==> config.mk <==
export PLATFORM = sky130hd
export DESIGN_NAME = nic_regfile
export DESIGN_NICKNAME = d
export VERILOG_FILES = /design/src/rtl/nic_reg_pkg.sv /design/src/rtl/nic_cmd_reg.sv /design/src/rtl/nic_int_ctrl.sv /design/src/rtl/nic_page_store.sv /design/src/rtl/nic_regfile.sv
export SDC_FILE = /design/constraint.sdc
export NUM_CORES = 1
export LEC_CHECK = 0
export BUFFER_PORTS_ARGS = -buffer_cell sky130_fd_sc_hd__buf_2
export CAP_MARGIN = 15
export CORE_MARGIN = 5
export CORE_UTILIZATION = 57
export CTS_CLUSTER_DIAMETER = 60
export DETAILED_ROUTE_END_ITERATION = 8
export PLACE_DENSITY = 0.77
export SYNTH_ARGS = -nofsm -noshare
export SYNTH_HDL_FRONTEND = slang
export SYNTH_HIERARCHICAL = 1
export SYNTH_SLANG_ARGS = --single-unit
==> constraint.sdc <==
create_clock -name clk -period 2.9 [get_ports clk]
set_input_delay 0.725 -clock clk [delete_from_list [all_inputs] [get_ports clk]]
set_output_delay 0.725 -clock clk [all_outputs]
set_load 0.05 [all_outputs]
==> src/rtl/nic_reg_pkg.sv <==
package nic_reg_pkg;
  localparam int ADDR_W = 4;
  localparam int DATA_W = 8;
  localparam int EVT_W  = 7;
  localparam int DEPTH  = 1 << ADDR_W;

  typedef enum logic [1:0] {PG0 = 2'd0, PG1 = 2'd1, PG2 = 2'd2, PG3 = 2'd3} page_e;

  localparam logic [ADDR_W-1:0] OFF_CMD = 4'd0;
  localparam logic [ADDR_W-1:0] OFF_ISR = 4'd7;
  localparam logic [ADDR_W-1:0] OFF_IMR = 4'd15;

  localparam int CB_STOP  = 0;
  localparam int CB_START = 1;
  localparam int CB_TXP   = 2;
  localparam int CB_DMA_L = 3;
  localparam int CB_DMA_H = 5;
  localparam int CB_PG_L  = 6;
  localparam int CB_PG_H  = 7;

  localparam int EV_TXDONE = 1;

  localparam logic [DATA_W-1:0] CMD_RESET = 8'h21;
endpackage

==> src/rtl/nic_cmd_reg.sv <==
module nic_cmd_reg
  import nic_reg_pkg::*;
(
  input  logic              clk,
  input  logic              rst_n,
  input  logic              cmd_we,
  input  logic [DATA_W-1:0] cmd_wdata,
  input  logic              tx_done,
  output logic [DATA_W-1:0] cmd_q,
  output logic              start_pulse,
  output logic              stop_pulse,
  output logic              xmit_pulse,
  output logic              dma_strobe
);
  logic       stop_q, start_q, txp_q;
  logic [2:0] dma_q;
  logic [1:0] pg_q;

  logic wr_stop, wr_start, wr_txp;
  assign wr_stop  = cmd_we && cmd_wdata[CB_STOP];
  assign wr_start = cmd_we && !cmd_wdata[CB_STOP] && cmd_wdata[CB_START];
  assign wr_txp   = cmd_we && cmd_wdata[CB_TXP];

  always_ff @(posedge clk) begin
    if (!rst_n) begin
      stop_q      <= CMD_RESET[CB_STOP];
      start_q     <= CMD_RESET[CB_START];
      txp_q       <= CMD_RESET[CB_TXP];
      dma_q       <= CMD_RESET[CB_DMA_H:CB_DMA_L];
      pg_q        <= CMD_RESET[CB_PG_H:CB_PG_L];
      start_pulse <= 1'b0;
      stop_pulse  <= 1'b0;
      xmit_pulse  <= 1'b0;
      dma_strobe  <= 1'b0;
    end else begin
      if (wr_stop) begin
        stop_q  <= 1'b1;
        start_q <= 1'b0;
      end else if (wr_start) begin
        stop_q  <= 1'b0;
        start_q <= 1'b1;
      end
      if (wr_txp)       txp_q <= 1'b1;
      else if (tx_done) txp_q <= 1'b0;
      if (cmd_we) begin
        dma_q <= cmd_wdata[CB_DMA_H:CB_DMA_L];
        pg_q  <= cmd_wdata[CB_PG_H:CB_PG_L];
      end
      start_pulse <= wr_start;
      stop_pulse  <= wr_stop;
      xmit_pulse  <= wr_txp;
      dma_strobe  <= cmd_we;
    end
  end

  assign cmd_q = {pg_q, dma_q, txp_q, start_q, stop_q};
endmodule

==> src/rtl/nic_int_ctrl.sv <==
module nic_int_ctrl
  import nic_reg_pkg::*;
(
  input  logic             clk,
  input  logic             rst_n,
  input  logic [EVT_W-1:0] evt,
  input  logic             clr_we,
  input  logic [EVT_W-1:0] clr_bits,
  input  logic             mask_we,
  input  logic [EVT_W-1:0] mask_wdata,
  output logic [EVT_W-1:0] isr_q,
  output logic [EVT_W-1:0] imr_q,
  output logic             irq
);
  logic [EVT_W-1:0] hit;

  for (genvar i = 0; i < EVT_W; i++) begin : g_bit
    always_ff @(posedge clk) begin
      if (!rst_n) begin
        isr_q[i] <= 1'b0;
        imr_q[i] <= 1'b0;
      end else begin
        if (evt[i])                     isr_q[i] <= 1'b1;
        else if (clr_we && clr_bits[i]) isr_q[i] <= 1'b0;
        if (mask_we) imr_q[i] <= mask_wdata[i];
      end
    end
    assign hit[i] = isr_q[i] & imr_q[i];
  end

  assign irq = |hit;
endmodule

==> src/rtl/nic_page_store.sv <==
module nic_page_store
  import nic_reg_pkg::*;
(
  input  logic              clk,
  input  logic              rst_n,
  input  logic              we_a,
  input  logic              we_b,
  input  logic [ADDR_W-1:0] addr,
  input  logic [DATA_W-1:0] wdata,
  output logic [DATA_W-1:0] rdata_a,
  output logic [DATA_W-1:0] rdata_b
);
  logic [DATA_W-1:0] bank_a [DEPTH];
  logic [DATA_W-1:0] bank_b [DEPTH];

  assign bank_a[0] = '0;
  assign bank_b[0] = '0;

  for (genvar k = 1; k < DEPTH; k++) begin : g_ent
    always_ff @(posedge clk) begin
      if (!rst_n) begin
        bank_a[k] <= '0;
        bank_b[k] <= '0;
      end else begin
        if (we_a && addr == ADDR_W'(k)) bank_a[k] <= wdata;
        if (we_b && addr == ADDR_W'(k)) bank_b[k] <= wdata;
      end
    end
  end

  assign rdata_a = bank_a[addr];
  assign rdata_b = bank_b[addr];
endmodule

==> src/rtl/nic_regfile.sv <==
module nic_regfile
  import nic_reg_pkg::*;
(
  input  logic              clk,
  input  logic              rst_n,
  input  logic [ADDR_W-1:0] reg_addr,
  input  logic              reg_wr,
  input  logic [DATA_W-1:0] wdata,
  output logic [DATA_W-1:0] rd_data,
  input  logic [DATA_W-1:0] ext_rdata,
  output logic              ext_sel,
  input  logic [EVT_W-1:0]  evt_pulse,
  output logic              irq,
  output logic              start_pulse,
  output logic              stop_pulse,
  output logic              xmit_pulse,
  output logic              dma_strobe,
  output logic [2:0]        dma_cmd
);
  logic [DATA_W-1:0] cr_q;
  logic [EVT_W-1:0]  isr_bits, imr_bits;
  logic [DATA_W-1:0] st0_rd, st1_rd;
  page_e             page;

  logic at_cmd, at_isr, at_imr, pg0_or_2;
  logic cmd_we, clr_we, mask_we, st0_we, st1_we;

  assign page     = page_e'(cr_q[CB_PG_H:CB_PG_L]);
  assign at_cmd   = reg_addr == OFF_CMD;
  assign at_isr   = reg_addr == OFF_ISR;
  assign at_imr   = reg_addr == OFF_IMR;
  assign pg0_or_2 = (page == PG0) || (page == PG2);

  assign cmd_we  = reg_wr && at_cmd;
  assign clr_we  = reg_wr && (page == PG0) && at_isr;
  assign mask_we = reg_wr && pg0_or_2 && at_imr;
  assign st0_we  = reg_wr && pg0_or_2 && !at_cmd && !at_isr && !at_imr;
  assign st1_we  = reg_wr && (page == PG1) && !at_cmd;

  nic_cmd_reg u_cmd (
    .clk         (clk),
    .rst_n       (rst_n),
    .cmd_we      (cmd_we),
    .cmd_wdata   (wdata),
    .tx_done     (evt_pulse[EV_TXDONE]),
    .cmd_q       (cr_q),
    .start_pulse (start_pulse),
    .stop_pulse  (stop_pulse),
    .xmit_pulse  (xmit_pulse),
    .dma_strobe  (dma_strobe)
  );

  nic_int_ctrl u_int (
    .clk        (clk),
    .rst_n      (rst_n),
    .evt        (evt_pulse),
    .clr_we     (clr_we),
    .clr_bits   (wdata[EVT_W-1:0]),
    .mask_we    (mask_we),
    .mask_wdata (wdata[EVT_W-1:0]),
    .isr_q      (isr_bits),
    .imr_q      (imr_bits),
    .irq        (irq)
  );

  nic_page_store u_store (
    .clk     (clk),
    .rst_n   (rst_n),
    .we_a    (st0_we),
    .we_b    (st1_we),
    .addr    (reg_addr),
    .wdata   (wdata),
    .rdata_a (st0_rd),
    .rdata_b (st1_rd)
  );

  assign dma_cmd = cr_q[CB_DMA_H:CB_DMA_L];
  assign ext_sel = (page == PG0) && !at_cmd && !at_isr;

  always_comb begin
    rd_data = '0;
    if (at_cmd) begin
      rd_data = cr_q;
    end else begin
      unique case (page)
        PG0: rd_data = at_isr ? {cr_q[CB_STOP], isr_bits} : ext_rdata;
        PG1: rd_data = st1_rd;
        PG2: begin
          if (at_imr)      rd_data = {1'b0, imr_bits};
          else if (at_isr) rd_data = '0;
          else             rd_data = st0_rd;
        end
        default: rd_data = '0;
      endcase
    end
  end
endmodule

**Yosys cells after proc, flatten, opt, wreduce, memory -nomap -nowiden**

Cells that the tools add are included.

- $lt $le $gt $ge: 1
- Eq/ne operators: 17
- Multiplexer cells: 27
- Bitwise logic cells: 9
- Reductions and logical operators: 70

Operators with widths:

| kind | count |
|---|---|
| 8-bit binary-select mux with 4-bit select | 2 |
| 8-bit two-way mux | 8 |
| 1-bit logical AND | 53 |
| 4-bit equality test, second input constant | 8 |
| 8-bit case mux with 3 select lines | 1 |
| 4-bit by 3-bit equality test with 1-bit output, second input constant | 4 |
| 1-bit two-way mux | 16 |
| 2-bit nonzero test | 8 |
| 4-bit by 2-bit equality test with 1-bit output, second input constant | 2 |
| 1-bit AND | 7 |
| 7-bit OR reduction | 1 |
| 5-bit >= comparator, second input constant | 1 |
| 4-bit inverter with 5-bit output | 1 |
| 4-bit by 1-bit equality test with 1-bit output, second input constant | 1 |
| 1-bit zero test | 4 |
| 4-bit zero test | 1 |
| 2-bit by 1-bit equality test with 1-bit output, second input constant | 1 |
| 2-bit equality test, second input constant | 1 |
| 2-bit zero test | 1 |
| 2-bit OR reduction | 1 |
| 1-bit logical OR | 1 |
| 1-bit inverter | 1 |

- Bits in registers: 266
- Input port bits: 30
- Logic and storage cells: 177

**Longest topological paths before layout**

Gate-level depths: netlist (run 1).

- Depth after elaboration: 8
- Depth in mapped cells: 11

**By module**

The synthesis (run 1) kept the hierarchy.

By module, submodules not included:

| module | instances | cells each | area an instance (µm²) |
|---|---|---|---|
| nic_page_store | 1 | 1327 | 12152.9 |
| nic_regfile | 1 | 83 | 598.1 |
| nic_int_ctrl | 1 | 48 | 545.5 |
| nic_cmd_reg | 1 | 38 | 434.2 |

**Worst setup path before layout (run 1)**

Ideal clock, no wire load.

- Kind: in2out
- Start: in reg_addr[2]
- End: out rd_data[7]
- Arrival time: 2.925 ns
- Required time: 2.175 ns
- Setup slack: -0.750 ns
- Stages on the path: 7
- Cells stage by stage: buf_2 -> buf_2 -> clkbuf_1 -> o221ai_1 -> o32ai_1 -> mux2i_1 -> o31ai_1

RTL lines:

| element | RTL line | RTL |
|---|---|---|
| start: declaration | nic_regfile.sv:6 | `input logic [ADDR_W-1:0] reg_addr,` |
| 4-bit inverter with 5-bit output (not written as such) | nic_page_store.sv:32 | `assign rdata_b = bank_b[addr];` |
| 8-bit binary-select mux with 4-bit select | nic_page_store.sv:32 |  |
| 8-bit two-way mux (not written as such) (2 in series) | nic_page_store.sv:32 |  |
| named net st1_rd[7] | nic_regfile.sv:22 | `logic [DATA_W-1:0] st0_rd, st1_rd;` |
| 8-bit case mux with 3 select lines | nic_regfile.sv:85 | `unique case (page)` |
| 8-bit two-way mux | nic_regfile.sv:82 | `if (at_cmd) begin` |
| end: declaration | nic_regfile.sv:9 | `output logic [DATA_W-1:0] rd_data,` |

The timed path passes the listed nets, and every way through them passes these cells. The select of a mux whose other input is x is not followed.

**Worst setup path after layout (run 1)**

- Start: in reg_addr[3]
- End: out rd_data[3]

- Longest elaborated chain between the ends: 8

RTL lines:

| element | RTL line | RTL |
|---|---|---|
| 4-bit inverter with 5-bit output (not written as such) | nic_page_store.sv:31 | `assign rdata_a = bank_a[addr];` |
| 8-bit binary-select mux with 4-bit select | nic_page_store.sv:31 |  |
| 8-bit two-way mux (not written as such) (2 in series) | nic_page_store.sv:31 |  |
| named net st0_rd[3] | nic_regfile.sv:22 |  |
| 8-bit two-way mux | nic_regfile.sv:90 | `else if (at_isr) rd_data = '0;` |
| 8-bit two-way mux | nic_regfile.sv:89 | `if (at_imr) rd_data = {1'b0, imr_bits};` |
| 8-bit case mux with 3 select lines | nic_regfile.sv:85 |  |
| 8-bit two-way mux | nic_regfile.sv:82 |  |

The timed path passes the listed nets, and every way through them passes these cells. The select of a mux whose other input is x is not followed.

==> results of run 1 <==
-- cell type report --
class,instances,area [um2]
repair buffers,194,1970
clock inverters,13,128
inverters,1,3.75
fillers,1610,7090
flip-flops and latches,266,5330
well taps,319,399
multi-input cells,1035,7860
clock buffers,39,843
-- cells by family after synthesis --
logic type,Yosys count,synth area share
mux,106,0.114
flops,266,0.388
buf+inv,195,0.0803
compound gates,571,0.273
simple gates,358,0.145
-- registers in the layout (all words and copies together), names as in the netlist --
name,count
u_cmd/start_q,1
u_int/imr_q,7
u_cmd/start_pulse,1
u_store/bank_b,120
u_store/bank_a,120
u_cmd/dma_strobe,1
u_int/isr_q,7
u_cmd/stop_pulse,1
u_cmd/pg_q,2
u_cmd/dma_q,3
u_cmd/xmit_pulse,1
u_cmd/txp_q,1
u_cmd/stop_q,1
-- metrics by stage --
stage                     hold WS, ns  cell area (um2)
after floorplan                 0.427            14000
after global placement          0.453            14800
after detailed placement        0.463            14800
after CTS                       0.372            16200
after global routing            0.382            16500
final                           0.380            16500
-- power groups by stage --
stage | Combinational (uW) | Clock [uW] | Sequential (uW)
2_1_floorplan | 576 | 0 | 3780
3_3_place_gp | 855 | 0 | 3780
3_5_place_dp | 866 | 0 | 3780
4_1_cts | 953 | 3760 | 3700
5_1_grt | 1060 | 3930 | 3700
6_report | 1020 | 3740 | 3700
-- synthesized netlist by cell type, types with 2 or more instances --
| master | n | area (um2) |
|---|---|---|
| buf_6 | 17 | 191 |
| mux2i_1 | 25 | 250 |
| a221oi_1 | 22 | 193 |
| mux4_1 | 8 | 210 |
| buf_2 | 45 | 225 |
| and2_1 | 3 | 18.8 |
| buf_4 | 33 | 248 |
| o22ai_1 | 5 | 31.3 |
| buf_12 | 3 | 60.1 |
| mux4_2 | 20 | 450 |
| a211oi_1 | 5 | 37.5 |
| o21a_1 | 7 | 52.6 |
| or2_1 | 2 | 12.5 |
| a31oi_2 | 3 | 37.5 |
| dfxtp_1 | 266 | 5330 |
| nand2b_1 | 12 | 75.1 |
| and3b_1 | 5 | 43.8 |
| o221ai_1 | 11 | 96.3 |
| and3_2 | 3 | 22.5 |
| or2_2 | 6 | 37.5 |
| nand3b_1 | 5 | 37.5 |
| o21ai_0 | 244 | 1220 |
| mux4_4 | 4 | 100 |
| a21boi_1 | 75 | 563 |
| clkbuf_2 | 2 | 10.0 |
| clkbuf_1 | 92 | 345 |
| mux2_2 | 49 | 552 |
| nor2b_1 | 38 | 238 |
| nor3b_4 | 2 | 37.5 |
| nor3_1 | 3 | 15.0 |
| nand3_2 | 3 | 30.0 |
| a31oi_1 | 3 | 18.8 |
| o32ai_1 | 11 | 96.3 |
| a22oi_1 | 3 | 22.5 |
| o21ai_2 | 3 | 26.3 |
| a21boi_0 | 172 | 1290 |
| nor2_1 | 2 | 7.51 |
| nand2_1 | 10 | 37.5 |
| and3_1 | 3 | 18.8 |
| or3b_4 | 2 | 22.5 |
| nand3_1 | 249 | 1250 |
-- cell usage in the layout, fill, tap and decap left out, types with 7 or more instances in the layout --
master       n
dfxtp_1    266
nand3_1    248
o21ai_0    240
a21boi_0   172
buf_4      104
a21boi_1    75
mux2_2      40
buf_2       33
clkbuf_16   32
mux4_2      25
nor2b_1     23
buf_12      23
mux2i_1     22
buf_6       20
a221oi_2    13
nand2b_1    10
nor2b_2     10
mux2_4       9
clkbuf_8     8
o21ai_2      7
nand2_1      7
clkinv_2     7
o21a_1       7
-- worst min path at each step --
stage                             from                  to  slack (ns)  cells past startpoint
floorplan                 u_cmd/stop_q        u_cmd/stop_q        0.43                      1
global placement    u_store/bank_a[32]  u_store/bank_a[32]        0.45                      2
detailed placement  u_store/bank_a[32]  u_store/bank_a[32]        0.46                      2
CTS                       evt_pulse[6]      u_int/isr_q[6]        0.37                      2
global route              evt_pulse[5]      u_int/isr_q[5]        0.38                      2
finish                    evt_pulse[2]      u_int/isr_q[2]        0.38                      2
-- critical path, stage by stage --
cell and delay [ns]:
buf_16 0.13, buf_12 0.13, buf_4 0.13, mux4_2 0.54, nor2b_2 0.18, o32ai_2 0.11, buf_4 0.16, nand2_1 0.11
a31oi_4 0.10, buf_6 0.16
-- repair_timing --
action,4_1_cts,5_1_grt
buffers inserted,10,5
pin swaps,25,21
cloned,4,3
gates resized for setup,84,32
endpoints found under the hold margin,0,0
endpoints found under the setup margin,11,9
-- metal layers --
layer | up-vias | global-route usage | routed length (um)
li1 | 5568 | - | -
met1 | 6274 | 0.425 | 17500
met2 | 839 | 0.500 | 20800
met3 | 133 | 0.0571 | 4570
met4 | 0 | 0.108 | 1550
met5 | - | 0 | 0
==> metrics.md, run 1 <==
| Metric | Value |
|---|---|
| Hold Vio Cnt, Final | `0` |
| RR Endpoint | `u_store/bank_b[62]` |
| CTS Root Cell | `clkbuf_16` |
| Clk pwr share | `0.442` |
| Initial core utilization | `0.581` |
| Reg2Reg Setup Slack | `0.51 ns` |
| FP Rows | `56` |
| Worst-case vdd ir drop | `387 uV` |
| Cells after Synth | `1,496` |
| Final Setup Violations | `8` |
| Total track usage | `0.312` |
| Failing checks | `negative setup slack` |
| Post-route ant nets | `0` |
| Critical path class | `input port to primary output` |
| Post-place setup slack | `-0.603 ns` |
| Period utilization | `1.10` |
| Avg WL per Cell | `23.8 um` |
| Die ar. | `0.0273 mm2` |
| RSZ-0062 raised after global routing | `true` |
| Min cycle time layout | `3.20 ns` |
| FFs w/ async S/R, synth | `0` |
| Post-DP HPWL | `25,900 um` |
| Initial antenna violation count | `0` |
| DRT iter0 DRCs | `2,102` |
| Hold Path Class | `input port to flop` |
| Pwr/cell area | `512 mW/mm2` |
| Area Growth Syn to Fin | `20.4%` |
| Syn nets | `1,526` |
| Die extent in x | `165 um` |
| CTS Sinks | `266` |
| Seq/Total Area, Yosys | `0.388` |
| Sw Pwr | `2160 uW` |
| Worst-skew pair later-pin latency | `0.55 ns` |
| Remaining DRCs | `0` |
| Critical path endpoint | `rd_data[3]` |
| Final core occ | `0.700` |
| Critical Path Fanout Max | `7` |
| R2r worst-path depth | `8` |
| Required @ worst endpoint | `2.17 ns` |
| Post-synth EDFFs | `0` |
| FF-to-FF Start | `u_cmd/pg_q[1]` |
| Placed cell count | `1,794` |
| First-pass GRT wire length | `68,500 um` |
| Sw Share | `0.255` |
| Relative max-transition margin | `0.451` |
| Crit path from | `reg_addr[3]` |
| Layout cells sized above 1 | `0.273` |
| Ys Warns | `6` |
| Comb pwr share | `0.121` |
| # port buffers | `46` |
| Final WL | `44,400 um` |
| Vias in the first global route | `12,200` |
| Fin cells | `1,867` |
| Number of distinct library cells after synthesis | `61` |
| Synthesized area | `0.0137 mm2` |
| WP data arrival | `2.48 ns` |
| I/O Pins | `47` |
| Via density | `6.86` |
| Setup TNS | `-2.18 ns` |
| Leak pwr | `0.00573 uW` |
| Antenna diodes | `0` |
| Seq pwr share | `0.437` |
| Clock tree from TritonCTS | `built` |
| Final worst setup slack | `-0.303 ns` |
| CP Capture Type | `primary output` |
| Fin. max-slew vios | `0` |
| Clock skew | `0.0163 ns` |
| Max Buffers Root-to-Sink | `3` |
| Final GP Congestion | `0.892` |
| Hold buffers post-CTS | `0` |
| Largest net degree at the start of global routing | `95` |
| Crit start category | `input port` |
| Layout Nets | `1,556` |
| Max-cap violation count | `0` |
| Status | `finished, violations left` |
| Gr ovfl total | `0` |
| Vert. Die Dim | `165 um` |
| Synth Register Bits | `266` |
| Mapped Avg Cell Area | `9.18 um2` |
| Dominant synthesized flop cell | `dfxtp_1` |
| Detailed Routing Iterations Pass 1 | `7` |
| Internal | `6310 uW` |
| Achievable frequency | `312 MHz` |
| Worst-Margin Slew | `0.824 ns` |
| Worst-path clk slew | `0.06 ns` |
| Via count | `12,800` |
| Core area | `0.0236 mm2` |
| Max H-tree Level | `1` |
| Pwr Total | `8470 uW` |
| Number of CTS-inserted buffers | `28` |
No activity file was read; power rests on OpenSTA's default activity.
==> run 2, diff against run 1 <==
MAX_ROUTING_LAYER = met4   (was unset)
SKIP_LAST_GASP = 1   (was unset)
==> run 2 against run 1 <==
Effect of this change: via count shrank 0.32%; register-to-register slack about the same; global-route usage up 0.89 points; design area shrank 0.28%; critical endpoint unchanged; utilization decreased by 0.20 points; routed wire length fell by 0.66%; the flow still finishes with violations (negative setup slack); first-iteration DRC count up 3.7%; clock-buffer cell count unchanged; critical path type unchanged; sequential share of layout area is 0.091 points higher; clock skew is 0.0021 ns lower.
==> metrics.md, run 2 (synthesis gave the netlist of run 1 again) <==
| Metric | Value |
|---|---|
| Die ar. | `0.0273 mm2 (unchanged)` |
| Relative max-transition margin | `0.441 (-0.00954)` |
| First-pass GRT wire length | `68,500 um (about the same)` |
| Via density | `6.84 (-0.32%)` |
| Hold Vio Cnt, Final | `0 (unchanged)` |
| Hold_sp | `evt_pulse[2]` |
| Final worst setup slack | `-0.321 ns (-0.0181 ns)` |
| Leak pwr | `0.00572 uW (-0.17%)` |
| DRT iter0 DRCs | `2,179 (+3.7%)` |
| Worst-Margin Slew | `0.838 ns (+0.0143 ns)` |
| Failing checks | `negative setup slack` |
| Critical path class | `input port to primary output` |
| Pwr Total | `8470 uW (about the same)` |
| Antenna diodes | `0 (unchanged)` |
| Crit start category | `input port` |
| FF-to-FF Start | `u_cmd/pg_q[0]` |
| Min-Delay Endpoint | `u_int/isr_q[2]` |
| RSZ-0062 raised after global routing | `true` |
| Final Setup Violations | `8 (unchanged)` |
| R2r worst-path depth | `7 (-1)` |
| Placed cell count | `1,794 (unchanged)` |
| # fillers | `1,620 (+0.62%)` |
| CTS Sinks | `266 (unchanged)` |
| Clock tree from TritonCTS | `built` |
| Layout cells sized above 1 | `0.271 (-0.00129)` |
| Layout Nets | `1,556 (unchanged)` |
| Area Growth Syn to Fin | `20.0%` |
| Gr ovfl total | `0 (unchanged)` |
| Final GP Congestion | `0.907 (+1.7%)` |
| Setup TNS | `-2.28 ns (-0.0981 ns)` |
| Final WL | `44,200 um (-0.66%)` |
| Vert. Die Dim | `165 um (unchanged)` |
| Fin. max-slew vios | `0 (unchanged)` |
| Remaining DRCs | `0 (unchanged)` |
| CP Capture Type | `primary output` |
| Required @ worst endpoint | `2.17 ns (about the same)` |
| Hold Path Class | `input port to flop` |
| CTS Root Cell | `clkbuf_16` |
| I/O Pins | `47 (unchanged)` |
| Most common cell after layout, fill and taps aside | `dfxtp_1` |
| Number of CTS-inserted buffers | `28 (unchanged)` |
| Largest regs | `u_store/bank_a x120, u_store/bank_b x120` |
| Initial antenna violation count | `0 (unchanged)` |
| Via count | `12,800 (-0.32%)` |
| Detailed Routing Iterations Pass 1 | `6 (-1)` |
| Critical Path Fanout Max | `17 (+10)` |
| Hold Path Stages | `2 (unchanged)` |
| Post-route ant nets | `0 (unchanged)` |
| # port buffers | `46 (unchanged)` |
| Initial core utilization | `0.581 (unchanged)` |
| Worst hold slack | `0.381 ns (+0.000951 ns)` |
| Achievable frequency | `310 MHz (-0.56%)` |
| Pwr/cell area | `514 mW/mm2 (+0.35%)` |
| FP Rows | `56 (unchanged)` |
| Vias in the first global route | `12,200 (-0.074%)` |
| Most frequent cells in the layout | `dfxtp_1 (266), nand3_1 (248), o21ai_0 (240)` |
| Max Buffers Root-to-Sink | `3 (unchanged)` |
| Max H-tree Level | `1 (unchanged)` |
| Reg2Reg Setup Slack | `0.51 ns (about the same)` |
| Largest net degree at the start of global routing | `95 (unchanged)` |
| Max-cap violation count | `0 (unchanged)` |
| Die extent in x | `165 um (unchanged)` |
| WP data arrival | `2.50 ns (+0.02 ns)` |
| Hold buffers post-CTS | `0 (unchanged)` |
| Status | `finished, violations left` |
| Worst-skew pair later-pin latency | `0.55 ns (about the same)` |
| Post-DP HPWL | `25,900 um (unchanged)` |
| Min cycle time layout | `3.22 ns (+0.0181 ns)` |
| Worst-path clk slew | `0.06 ns (about the same)` |
| Core area | `0.0236 mm2 (unchanged)` |
| Period utilization | `1.11 (+0.00625)` |
| Crit path from | `reg_addr[1]` |
| Worst-case vdd ir drop | `391 uV (+1.1%)` |
| Clock skew | `0.0142 ns (-0.00210 ns)` |
| Fin cells | `1,867 (unchanged)` |
| Total track usage | `0.321 (+0.00887)` |
| Avg WL per Cell | `23.6 um (-0.66%)` |
| RR Endpoint | `u_store/bank_a[63]` |
[run 2: worst max path at each step]
stage            endpoint  slack, ns  cells after the start
2_1_floorplan  rd_data[7]      -0.29                      9
3_3_place_gp   rd_data[4]      -0.58                     10
3_5_place_dp   rd_data[3]      -0.60                      9
4_1_cts        rd_data[7]      -0.29                      8
5_1_grt        rd_data[3]      -0.38                      9
6_report       rd_data[3]      -0.32                      9
[run 2: worst max-delay path, cell delays in order]
cell and delay [ns]:
buf_16 0.13, bufbuf_16 0.32, mux2_2 0.37, o221ai_1 0.28
o32ai_2 0.13, buf_4 0.16, nand2_1 0.11, a31oi_4 0.10
buf_6 0.16
[run 2: layer usage]
layer	routed length, um	track usage
met1	17300	0.424
met5	0	-
met3	4930	0.0583
met2	20300	0.501
met4	1580	0.108
[run 2: through the flow]
step | worst slack (ns) | cell area [um2] | utilization
2_1_floorplan | -0.293 | 14000 | -
3_3_place_gp | -0.575 | 14800 | 0.625
3_5_place_dp | -0.603 | 14800 | 0.625
4_1_cts | -0.294 | 16200 | 0.687
5_1_grt | -0.379 | 16500 | 0.698
6_report | -0.321 | 16500 | 0.698
[run 2: final cells by class]
cell class,instances,area [um2],share of cell area
Clock buffer,39,843,0.0512
Clock inverter,13,128,0.00774
Inverter,1,3.75,0.000228
Multi-Input combinational cell,1035,7850,0.476
Sequential cell,266,5330,0.323
Tap cell,319,399,0.0242
Timing Repair Buffer,194,1940,0.117
[run 2: what timing repair did]
action	4_1_cts	5_1_grt
endpoints found under the hold margin	0	0
gates cloned	4	1
endpoints found under the setup margin	11	9
pin swaps	25	19
resized for setup	82	32
buffers inserted	10	7
[run 2: where the power goes]
group          switching [uW]  total (uW)  internal (uW)
combinational             607        1020            412
clock                    1550        3750           2210
sequential               19.8        3700           3680
total                    2170        8470           6300
